<file path="src/rtl/wp_pkg.sv">
package wp_pkg;
  typedef logic [7:0] prot_byte_t;

  function automatic int unsigned bytes_for_rows(input int unsigned rows);
    return rows / 8;
  endfunction
endpackage

</file>
<file path="src/rtl/wp_page_latch.sv">
module wp_page_latch
  import wp_pkg::*;
#(
  parameter int unsigned NBYTES = 8,
  parameter int unsigned CW     = 4
) (
  input  logic                           clk,
  input  logic                           rst_n,
  input  logic                           wr_en,
  input  prot_byte_t                     wr_data,
  input  logic                           clr,
  output logic [NBYTES-1:0][7:0]         bytes_o,
  output logic [CW-1:0]                  count_o
);
  localparam logic [CW-1:0] FULL = CW'(NBYTES);
  localparam logic [CW-1:0] OVER = CW'(NBYTES + 1);

  logic [NBYTES-1:0][7:0] mem_q;
  logic [CW-1:0]          cnt_q;

  // count saturates one past full so overfill is still detectable
  always_ff @(posedge clk) begin
    if (!rst_n) begin
      cnt_q <= '0;
    end else if (clr) begin
      cnt_q <= '0;
    end else if (wr_en && cnt_q != OVER) begin
      cnt_q <= cnt_q + 1'b1;
    end
  end

  always_ff @(posedge clk) begin
    if (!rst_n) begin
      mem_q <= '0;
    end else if (wr_en && !clr && cnt_q < FULL) begin
      mem_q[cnt_q] <= wr_data;
    end
  end

  assign bytes_o = mem_q;
  assign count_o = cnt_q;
endmodule

</file>
<file path="src/rtl/wp_super_row.sv">
module wp_super_row #(
  parameter int unsigned NBITS = 64
) (
  input  logic             clk,
  input  logic             rst_n,
  input  logic             wr_en,
  input  logic [NBITS-1:0] bits_in,
  output logic [NBITS-1:0] bits_o
);
  logic [NBITS-1:0] row_q;

  always_ff @(posedge clk) begin
    if (!rst_n)     row_q <= '0;
    else if (wr_en) row_q <= bits_in;
  end

  assign bits_o = row_q;
endmodule

</file>
<file path="src/rtl/wp_cmd_ctrl.sv">
module wp_cmd_ctrl
  import wp_pkg::*;
#(
  parameter int unsigned NUM_MACROS = 2,
  parameter int unsigned MW         = 1,
  parameter int unsigned CW         = 4,
  parameter int unsigned NBYTES     = 8
) (
  input  logic                           clk,
  input  logic                           rst_n,
  input  logic                           cmd_valid,
  input  logic [MW-1:0]                  cmd_macro,
  input  prot_byte_t                     cmd_chip,
  input  logic [NUM_MACROS-1:0][CW-1:0]  counts,
  output logic                           busy_o,
  output logic [MW-1:0]                  mac_o,
  output logic                           commit_we_o,
  output prot_byte_t                     chip_o,
  output logic                           done_o,
  output logic                           err_o
);
  localparam logic [CW-1:0] FULL = CW'(NBYTES);

  logic       busy_q, done_q, err_q;
  logic [MW-1:0] mac_q;
  prot_byte_t chip_q;
  logic       match;

  assign match = (counts[mac_q] == FULL);

  always_ff @(posedge clk) begin
    if (!rst_n) begin
      busy_q <= 1'b0;
      mac_q  <= '0;
      chip_q <= '0;
      done_q <= 1'b0;
      err_q  <= 1'b0;
    end else begin
      done_q <= busy_q;
      err_q  <= busy_q && !match;
      if (busy_q) begin
        busy_q <= 1'b0;
      end else if (cmd_valid) begin
        busy_q <= 1'b1;
        mac_q  <= cmd_macro;
        chip_q <= cmd_chip;
      end
    end
  end

  assign busy_o      = busy_q;
  assign mac_o       = mac_q;
  assign commit_we_o = busy_q && match;
  assign chip_o      = chip_q;
  assign done_o      = done_q;
  assign err_o       = err_q;
endmodule

</file>
<file path="src/rtl/wp_prot_ctrl.sv">
module wp_prot_ctrl
  import wp_pkg::*;
#(
  parameter int unsigned NUM_MACROS     = 2,
  parameter int unsigned ROWS_PER_MACRO = 64,
  parameter int unsigned MW             = (NUM_MACROS > 1) ? $clog2(NUM_MACROS) : 1,
  parameter int unsigned RW             = $clog2(ROWS_PER_MACRO)
) (
  input  logic          clk,
  input  logic          rst_n,
  input  logic          ld_valid,
  output logic          ld_ready,
  input  logic [MW-1:0] ld_macro,
  input  logic [7:0]    ld_data,
  input  logic          cmd_valid,
  output logic          cmd_ready,
  input  logic [MW-1:0] cmd_macro,
  input  logic [7:0]    cmd_chip,
  output logic          cmd_done,
  output logic          cmd_err,
  output logic [7:0]    chip_prot,
  input  logic [MW-1:0] q_macro,
  input  logic [RW-1:0] q_row,
  output logic          q_deny
);
  localparam int unsigned NBYTES = bytes_for_rows(ROWS_PER_MACRO);
  localparam int unsigned CW     = $clog2(NBYTES + 2);

  logic                          busy, commit_we;
  logic [MW-1:0]                 cur_mac;
  prot_byte_t                    cur_chip;
  logic                          ld_fire;
  logic [NUM_MACROS-1:0][CW-1:0] counts;
  logic [NUM_MACROS-1:0][ROWS_PER_MACRO-1:0] prot_bits;
  prot_byte_t                    chip_q;

  assign ld_ready  = !busy;
  assign cmd_ready = !busy;
  assign ld_fire   = ld_valid && ld_ready;

  wp_cmd_ctrl #(
    .NUM_MACROS(NUM_MACROS), .MW(MW), .CW(CW), .NBYTES(NBYTES)
  ) u_ctrl (
    .clk        (clk),
    .rst_n      (rst_n),
    .cmd_valid  (cmd_valid),
    .cmd_macro  (cmd_macro),
    .cmd_chip   (cmd_chip),
    .counts     (counts),
    .busy_o     (busy),
    .mac_o      (cur_mac),
    .commit_we_o(commit_we),
    .chip_o     (cur_chip),
    .done_o     (cmd_done),
    .err_o      (cmd_err)
  );

  for (genvar m = 0; m < NUM_MACROS; m++) begin : g_macro
    logic [NBYTES-1:0][7:0] latch_bytes;
    logic                   sel_ld, sel_cm;

    assign sel_ld = ld_fire && (ld_macro == MW'(m));
    assign sel_cm = busy && (cur_mac == MW'(m));

    wp_page_latch #(.NBYTES(NBYTES), .CW(CW)) u_latch (
      .clk    (clk),
      .rst_n  (rst_n),
      .wr_en  (sel_ld),
      .wr_data(ld_data),
      .clr    (sel_cm),
      .bytes_o(latch_bytes),
      .count_o(counts[m])
    );

    // packed byte order: bit r of the row vector is bit r%8 of byte r/8
    wp_super_row #(.NBITS(ROWS_PER_MACRO)) u_row (
      .clk    (clk),
      .rst_n  (rst_n),
      .wr_en  (sel_cm && commit_we),
      .bits_in(latch_bytes),
      .bits_o (prot_bits[m])
    );
  end

  // chip-wide byte: held only by macro zero's supervisory row
  always_ff @(posedge clk) begin
    if (!rst_n)                          chip_q <= '0;
    else if (commit_we && cur_mac == '0) chip_q <= cur_chip;
  end

  assign chip_prot = chip_q;
  assign q_deny    = prot_bits[q_macro][q_row];
endmodule

</file>
<file path="config.mk">
export PLATFORM = sky130hd
export DESIGN_NAME = wp_prot_ctrl
export DESIGN_NICKNAME = d
export VERILOG_FILES = /design/src/rtl/wp_pkg.sv /design/src/rtl/wp_page_latch.sv /design/src/rtl/wp_super_row.sv /design/src/rtl/wp_cmd_ctrl.sv /design/src/rtl/wp_prot_ctrl.sv
export SDC_FILE = /design/constraint.sdc
export NUM_CORES = 1
export LEC_CHECK = 0
export ABC_AREA = 1
export ABC_CLOCK_PERIOD_IN_PS = 2700
export BUFFER_PORTS_ARGS = -buffer_cell sky130_fd_sc_hd__buf_2
export CAP_MARGIN = 25
export CORE_UTILIZATION = 62
export DETAILED_ROUTE_END_ITERATION = 10
export GPL_TIMING_DRIVEN = 0
export HOLD_SLACK_MARGIN = 0.02
export PLACE_DENSITY = 0.84
export SYNTH_ARGS = -nofsm -noshare
export SYNTH_HDL_FRONTEND = slang
export SYNTH_HIERARCHICAL = 1
export SYNTH_SLANG_ARGS = --single-unit
export TNS_END_PERCENT = 5
</file>
<file path="constraint.sdc">
create_clock -name clk -period 2.7 [get_ports clk]
set_clock_uncertainty 0.05 [all_clocks]
set_input_delay 0.54 -clock clk [delete_from_list [all_inputs] [get_ports clk]]
set_output_delay 0.54 -clock clk [all_outputs]
set_load 0.01 [all_outputs]
</file>
== Word level (Yosys, flattened, before mapping) ==
Cells that the tools add are included.

* Bits in registers: 284
* Latch bits: 0
* RAM bits: 0
* Memory bits (read-only): 0
* Input bits: 29
* Output and inout port bits: 13
* Logic and storage cells: 83
* Memories: 0

* $add $sub $neg: 2
* $mul: 0
* Divide/modulo/power cells: 0
* Magnitude comparators: 9
* Equality and inequality tests: 3
* Shift-type cells: 0
* Multiplexer cells: 13
* Bitwise operators: 4
* Reduce and logical (&&, ||, !) cells: 26

{| class="wikitable"
|+ Operator list
! kind !! count
|-
| $bwmux W64 || 2
|-
| $mux W64 || 2
|-
| $demux W8 S3 || 2
|-
| $logic_and A1 B1 Y1 || 18
|-
| $lt A4 B4 Y1 const B || 4
|-
| $mux W8 || 2
|-
| $add A4 B1 Y4 const B || 2
|-
| $ge A4 B1 Y1 const B || 2
|-
| $mux W4 || 2
|-
| $ne A4 B4 Y1 const B || 2
|-
| $lt A6 B7 Y1 const B || 1
|-
| $bmux W1 S6 || 1
|-
| $reduce_or A2 Y1 || 3
|-
| $eq A4 B4 Y1 const B || 1
|-
| $logic_not A1 Y1 || 4
|-
| $lt A1 B2 Y1 const B || 2
|-
| $not A1 Y1 || 4
|-
| $mux W1 || 2
|-
| $reduce_and A2 Y1 || 1
|}

== Depth between registers and ports, before layout ==
Gate-level depths: netlist of run 1.

* Depth after elaboration: 5
* Depth in mapped cells: 13
* Mapped depth without buffers: 11

== By module ==
The synthesis of run 1 kept the hierarchy.

{| class="wikitable"
|+ Modules (own cells, without submodules)
! module !! instances !! cells an instance !! area each (um^2) !! seq. area each (um^2)
|-
| wp_page_latch || 2 || 414 || 2936.6 || 1361.3
|-
| wp_super_row || 2 || 405 || 2670.1 || 1281.2
|-
| wp_prot_ctrl || 1 || 342 || 1649.1 || 160.2
|-
| wp_cmd_ctrl || 1 || 61 || 521.8 || 240.2
|}

== Worst setup path after synthesis of run 1 ==
OpenSTA, ideal clock, no wires.

* Path kind: register to register
* Start point: reg u_ctrl.mac_q, in the netlist u_ctrl/mac_o
* End point: reg g_macro[0].u_row.row_q[26]
* Library setup time: 113 ps
* Arrival: 1927 ps
* Data required time: 2537 ps
* Slack: 610 ps
* Stages on the path, launching flop included: 14
* Path buffers: 2
* Clock period less this slack: 2090 ps
* Path through: dfxtp_1 > inv_1 > nor2_1 > nand3_1 > a21oi_1 > inv_1 > nor2_1 > clkinv_1 > nor2_1 > buf_6 > buf_4 > nand2_1 > nand2_1 > nor2_1

* Cells in the longest elaborated chain, start to end: 5
* Elaborated cells between the ends (all ways): 7
* Classes of those cells: eq/ne (1); mux (2); bitwise (1); reduce/logical (3)

{| class="wikitable"
|+ Ends and longest elaborated chain
! item !! RTL line !! text
|-
| start: declaration || wp_cmd_ctrl.sv:25 || <nowiki>logic [MW-1:0] mac_q;</nowiki>
|-
| start signal: assignment || wp_cmd_ctrl.sv:45 || <nowiki>mac_q <= cmd_macro;</nowiki>
|-
| $mux W4 (not written as such) (2 in a row) || wp_cmd_ctrl.sv:29 || <nowiki>assign match = (counts[mac_q] == FULL);</nowiki>
|-
| $eq A4 B4 Y1 || wp_cmd_ctrl.sv:29 ||
|-
| $logic_and A1 B1 Y1 || wp_cmd_ctrl.sv:53 || <nowiki>assign commit_we_o = busy_q && match;</nowiki>
|-
| named net commit_we || wp_prot_ctrl.sv:29 || <nowiki>logic busy, commit_we;</nowiki>
|-
| $logic_and A1 B1 Y1 || wp_prot_ctrl.sv:79 || <nowiki>.wr_en (sel_cm && commit_we),</nowiki>
|-
| end signal: assignment || wp_super_row.sv:14 || <nowiki>else if (wr_en) row_q <= bits_in;</nowiki>
|-
| end: declaration || wp_super_row.sv:10 || <nowiki>logic [NBITS-1:0] row_q;</nowiki>
|}

The timed path passes the listed nets, and every way through them passes these cells. The select of a mux whose other input is x is not followed.
A chain may end at the register's enable or synchronous reset.

== Worst setup path in the final report of run 1 ==
* Start point: in q_row[0]
* End point: out q_deny

* Cells in the longest elaborated chain, start to end: 2

{| class="wikitable"
|+ Ends and longest elaborated chain
! item !! RTL line !! text
|-
| start: declaration || wp_prot_ctrl.sv:23 || <nowiki>input logic [RW-1:0] q_row,</nowiki>
|-
| $bmux W1 S6 || wp_prot_ctrl.sv:92 || <nowiki>assign q_deny = prot_bits[q_macro][q_row];</nowiki>
|-
| $mux W1 (not written as such) || wp_prot_ctrl.sv:92 ||
|-
| end: declaration || wp_prot_ctrl.sv:24 || <nowiki>output logic q_deny</nowiki>
|}

No other way between the ends. The select of a mux whose other input is x is not followed.

==> run_results.csv, run 1 <==
group,metric,value,unit
status,outcome,"finished clean",
worst_setup_path,worstPathCellList,"buf_2, clkinvlp_4, buf_6, nand3_1, nand3_1, nand3_1, nand2_1, nand2_1, nand3_1, nand2_1, nand2_1, nand2_1, buf_2",
cts,clk_latency,0.55,ns
timing,tightest_slew,0.731,ns
final_layout,nets,2147,
worst_setup_path,worstSetupEndpointType,"output port",
yosys,async_flop_share,0,
cts,h-tree-depth,1,
placement,place_hpwl,27200,um
power,pwr-share-comb,0.082,
cts,cts_num_sinks,284,
final_layout,layout_commonest_cell,"nand2_1",
timing,relSlewSlack,0.511,
global_routing,overflow,0,
cts,cts-root-buf,"clkbuf_16",
yosys,ys.flop_type,"dfxtp_1",
power,leakage,6.23,nW
cts,cts_buffer_depth,3,
yosys,synth-edff-count,0,
power,p_per_area,629,nW/um2
floorplan,rows,53,
final_layout,multi_input_area,6090,um2
global_routing,grt_pass1_wl,57600,um
worst_setup_path,required,2.11,ns
final_layout,fill_cells,1837,
timing,slew_violations,0,
worst_setup_path,path_common_cell,"nand2_1",
global_routing,grt_pass1_vias,12100,
worst_setup_path,worstPathArrival,1.99,ns
yosys,ys_seq_area_frac,0.425,
power,ir_drop,0.534,mV
min_path,hp-class,"input pin to flop",
floorplan,core_area,21100,um2
routing,ant_nets,0,
floorplan,start_util,0.635,
worst_setup_path,critPathMaxStageDelay,0.22,ns
cts,cts_tree,"done",
floorplan,io_pins,42,
routing,drc,0,
routing,routed_wl,36200,um
power,switching_share,0.241,
flow_run,maxCapViolations,0,
yosys,synth_largest_area_cell,"dfxtp_1",
yosys,synth_area_leaders,"dfxtp_1 (42%), nand2_1 (16%), nor2_1 (14%)",
timing,finalCritPeriodShare,0.957,
final_layout,ff_latch_area,5690,um2
routing,drtIter0Drc,1184,
yosys,netlist_area,13400,um2
timing,setup_viol,0,
placement,port_buffers,38,
routing,drt-vias-per-instance,5.39,
final_layout,syn_to_final_growth,12.6,%
yosys,syn_avg_cell_area,6.56,um2
timing,tns,0,ns
floorplan,die_h,149,um
final_layout,final_cell_mix,"nand2_1 (573), nor2_1 (515), dfxtp_1 (283), inv_1 (203), nand3_1 (142)",
global_routing,antenna_found_initial,0,
timing,min_period,2.58,ns
power,seqPwrFrac,0.452,
floorplan,die_w,149,um
yosys,ys_ff_latch,284,
routing,dr.pass1.iters,5,
worst_setup_path,crit_path_top_delay_cell,"clkinvlp_4",
power,power.switching,2.28,mW
timing,hold_viol_final,0,
floorplan,die_area,22200,um2
final_layout,n_antenna_cell,0,
placement,gp_congestion,0.962,
cts,holdBufCountCts,0,
yosys,yosysTopAreaCellShare,0.425,
worst_setup_path,crit_type,"input pin to output port",
yosys,syn_nets,2076,
yosys,ys_warn_count,6,
routing,wl_per_cell,15.0,um
yosys,synth_cell_types,24,
final_layout,final_core_util,0.714,
worst_setup_path,cp_max_fo,10,
timing,fmax,387,MHz
worst_setup_path,critPathLaunchType,"input pin",
yosys,syn_inst,2041,
power,p_int,7.19,mW
routing,vias,13000,
global_routing,grt_max_degree,19,
cts,cts_buffers,29,
power,power_frac_clock,0.465,
cts,path_clk_slew,0.06,ns
final_layout,drive_gt1_frac,0.109,
global_routing,grt_usage,0.331,
-- path summary, 6_finish.rpt --
kind	from	to	slack (ns)	cells after the start
max	q_row[0]	q_deny	0.12	13
min	cmd_chip[0]	u_ctrl/chip_o[0]	0.17	3
max reg2reg	u_ctrl/busy_o	g_macro[1].u_latch/bytes_o[30]	0.20	10
min reg2reg	g_macro[0].u_latch/bytes_o[61]	g_macro[0].u_latch/bytes_o[61]	0.42	2
-- per-stage QoR --
| step | total power, mW | hold WS [ns] | setup WS, ns | instance area [um2] | cells |
|---|---|---|---|---|---|
| floorplan | 4.88 | 0.391 | 0.610 | 13400 | 2041 |
| global placement | 5.10 | 0.401 | -0.111 | 13900 | 2354 |
| detailed placement | 5.12 | 0.402 | -0.209 | 13900 | 2354 |
| CTS | 9.48 | 0.158 | 0.0664 | 15000 | 2408 |
| global route | 9.76 | 0.173 | -0.0193 | 15100 | 2410 |
| finish | 9.47 | 0.171 | 0.116 | 15100 | 2410 |
-- cell type report --
class | count | share of cell area
Clock buffer | 37 | 0.0541
Timing Repair Buffer | 40 | 0.0136
Clock inverter | 17 | 0.0169
Tap cell | 275 | 0.0228
Sequential cell | 284 | 0.377
Multi-Input combinational cell | 1419 | 0.404
Inverter | 221 | 0.0558
Buffer | 117 | 0.0550
-- power by group through the flow --
stage	sequential, mW	clock (mW)	combinational [mW]
3_5_place_dp	4.38	0	0.738
3_3_place_gp	4.37	0	0.723
4_1_cts	4.28	4.45	0.744
5_1_grt	4.29	4.62	0.850
2_1_floorplan	4.37	0	0.516
6_report	4.29	4.41	0.778
-- cells by family after synthesis --
logic type,share of synthesized area
compound gates,0.0175
xor+xnor,0.00131
fa+ha+maj,0.00561
buf+inv,0.121
flops,0.425
simple gates,0.430
-- state kept, by name (all words and copies together), names as in the netlist --
name,count
g_macro.u_latch/bytes_o,128
g_macro.u_row/bits_o,128
u_ctrl/chip_o,8
chip_prot,8
u_ctrl/done_o,1
u_ctrl/mac_o,1
g_macro.u_latch/count_o,8
u_ctrl/busy_o,1
u_ctrl/err_o,1
-- what timing repair did --
item                       CTS  global route
buffers inserted             0             2
gates resized for setup      2            25
hold endpoints to repair     0             0
setup endpoints to repair   64            62
-- critical path: cells and delay by family --
kind	cells	cell delay [ns]
simple gates	9	0.71
buf+inv	4	0.73
-- synthesized netlist by cell type (14+ instances only) --
cell type	n
nor2_4	14
inv_1	205
nand3_1	142
nor2_1	516
buf_2	43
clkbuf_1	27
buf_4	14
buf_6	30
a21oi_1	17
nand4_1	114
dfxtp_1	284
nand2_1	573
-- routing by layer --
metal	up-vias	part of all wire	track usage
met5	-	0	0
met4	0	0.032	0.115
met3	72	0.084	0.0498
met2	482	0.47	0.560
met1	6041	0.42	0.428
li1	6405	-	-
Note: power is estimated with default switching activity, not from simulation.
==> inputs of run 2 (changes only) <==
Settings changed: ABC_CLOCK_PERIOD_IN_PS 2700 to 2600.
Clock period 2.7 ns to 2.6 ns, I/O delays scaled along.
==> run 2 against run 1 <==
Count of clock-buffer cells in the layout is the same. Register-to-register slack is essentially flat. Die area is the same. Cell count is the same. Sequential share of layout area grew 0.066 points. Clock power grew 4%. Global-route usage is the same. Critical path depth grew 1. Total power grew 3.9%. Via count is essentially flat. Sequential power grew 4%. Largest power group unchanged.
==> run_results.csv, run 2 (synthesis gave the netlist of run 1 again) <==
group,metric,value,unit
status,outcome,"finished clean",
final_layout,nets,2147,
timing,setup_viol,0,
worst_setup_path,worstPathArrival,1.99,ns
global_routing,grt_pass1_vias,12100,
placement,place_hpwl,27200,um
min_path,hp-class,"input pin to flop",
global_routing,grt_max_degree,19,
cts,cts-root-buf,"clkbuf_16",
timing,relSlewSlack,0.590,
global_routing,grt_pass1_wl,57600,um
routing,ant_nets,0,
placement,place_inst,2354,
cts,cts_buffers,29,
timing,min_period,2.56,ns
worst_setup_path,cp_max_fo,10,
flow_run,maxCapViolations,0,
global_routing,antenna_found_initial,0,
routing,drc,0,
power,ir_drop,0.555,mV
final_layout,n_antenna_cell,0,
timing,finalCritPeriodShare,0.985,
final_layout,layout_commonest_cell,"nand2_1",
floorplan,die_w,149,um
power,p_per_area,654,nW/um2
floorplan,core_area,21100,um2
final_layout,fill_cells,1845,
timing,tightest_slew,0.614,ns
min_path,hold_depth,3,
placement,post_dp_cell_area,13900,um2
placement,port_buffers,38,
final_layout,drive_gt1_frac,0.109,
worst_setup_path,crit_type,"input pin to output port",
routing,drt-vias-per-instance,5.39,
global_routing,grt_usage,0.331,
routing,vias,13000,
floorplan,start_util,0.635,
cts,cts_tree,"done",
placement,gp_congestion,0.962,
cts,path_clk_slew,0.06,ns
global_routing,overflow,0,
floorplan,die_area,22200,um2
placement,post-place-ws,-0.309,ns
final_layout,finalInstanceArea,15000,um2
worst_setup_path,reg2reg_from,"u_ctrl/mac_o",
floorplan,io_pins,42,
routing,drtIter0Drc,1182,
floorplan,die_h,149,um
timing,hold_viol_final,0,
routing,routed_wl,36300,um
power,leakage,6.22,nW
worst_setup_path,r2r_slack,0.20,ns
timing,fmax,391,MHz
worst_setup_path,r2r-end,"g_macro[0].u_row/bits_o[32]",
routing,wl_per_cell,15.1,um
timing,worst_slack,0.0392,ns
routing,dr.pass1.iters,6,
min_path,min_to,"u_ctrl/chip_o[0]",
cts,cts_buffer_depth,3,
worst_setup_path,required,2.03,ns
cts,h-tree-depth,1,
timing,rsz0062_at_grt,"yes",
floorplan,rows,53,
worst_setup_path,ff2ff_path_depth,13,
final_layout,final_cell_mix,"nand2_1 (573), nor2_1 (514), dfxtp_1 (283), inv_1 (204), nand3_1 (142)",
final_layout,final_core_util,0.713,
min_path,min_from,"cmd_chip[0]",
worst_setup_path,crit_path_start,"q_macro",
final_layout,post_layout_nonfiller_instances,2410,
timing,holdWs,0.151,ns
cts,clk_latency,0.55,ns
worst_setup_path,critPathLaunchType,"input pin",
cts,cts_num_sinks,284,
timing,slew_violations,0,
final_layout,syn_to_final_growth,12.4,%
worst_setup_path,worstSetupEndpointType,"output port",
-- run 2: cell count changes in the layout (fill, tap and decap cells not counted) --
| cell | delta |
|---|---|
| inv_1 | +1 |
| nor2_2 | +1 |
| buf_6 | -6 |
| buf_4 | +5 |
| inv_2 | +1 |
| inv_4 | -1 |
| clkbuf_4 | +1 |
| nor2_1 | -1 |
| clkinvlp_4 | -1 |
-- run 2: worst max-delay path by stage --
stage | endpoint | slack [ns] | depth (start not counted)
2_1_floorplan | g_macro[0].u_row/bits_o[26] | 0.51 | 13
3_3_place_gp | g_macro[0].u_row/bits_o[35] | -0.21 | 13
3_5_place_dp | g_macro[0].u_row/bits_o[34] | -0.31 | 13
4_1_cts | q_deny | 0.006 | 12
5_1_grt | q_deny | -0.08 | 14
6_report | q_deny | 0.04 | 14
-- run 2: area by class of cell --
type / count / area [um2] / area share
inverter: 221 / 835 / 0.0555
sequential: 284 / 5690 / 0.378
tap: 275 / 344 / 0.0229
buffer: 117 / 806 / 0.0536
clock buffer: 37 / 816 / 0.0542
timing repair buffer: 40 / 205 / 0.0136
multi-input combinational: 1419 / 6090 / 0.405
clock inverter: 17 / 255 / 0.0170
-- run 2: worst max-delay path, cell delays in order --
cell	delay, ns
buf_2	0.11
inv_2	0.16
clkbuf_4	0.27
nand2_1	0.09
nand3_1	0.07
nand3_1	0.08
nand3_1	0.10
nand2_1	0.14
nand2_1	0.10
nand3_1	0.07
nand2_1	0.06
nand2_1	0.05
nand2_1	0.05
buf_2	0.12
-- run 2: layer usage --
layer  wire length, um  part of all wire  vias to the layer above  track usage
met2             17000              0.47                      519        0.560
met3              3200             0.088                       74       0.0498
met5                 0                 0                        -            0
li1                  -                 -                     6404            -
met4              1150             0.032                        0        0.115
met1             15000              0.41                     5994        0.428
-- run 2: repair_timing --
| action | in CTS | in global routing |
|---|---|---|
| resized for setup | 3 | 16 |
| setup buffers | 0 | 2 |
| hold endpoints to repair | 0 | 0 |
| hold buffers | 0 | 0 |
| pin swaps | 0 | 0 |
| endpoints found under the setup margin | 64 | 74 |
-- run 2: through the flow --
step | setup TNS, ns | total power [mW]
global route | -0.0817 | 10.1
finish | 0 | 9.84
floorplan | 0 | 5.07
global placement | -10.12 | 5.29
CTS | 0 | 9.85
detailed placement | -16.29 | 5.31
-- run 2: power breakdown --
group          leakage (nW)  internal, mW  switching, mW  total (mW)
combinational          3.40         0.238          0.567       0.805
clock                 0.527          2.82           1.76        4.58
sequential             2.29          4.41         0.0416        4.45
total                  6.22          7.47           2.37        9.84
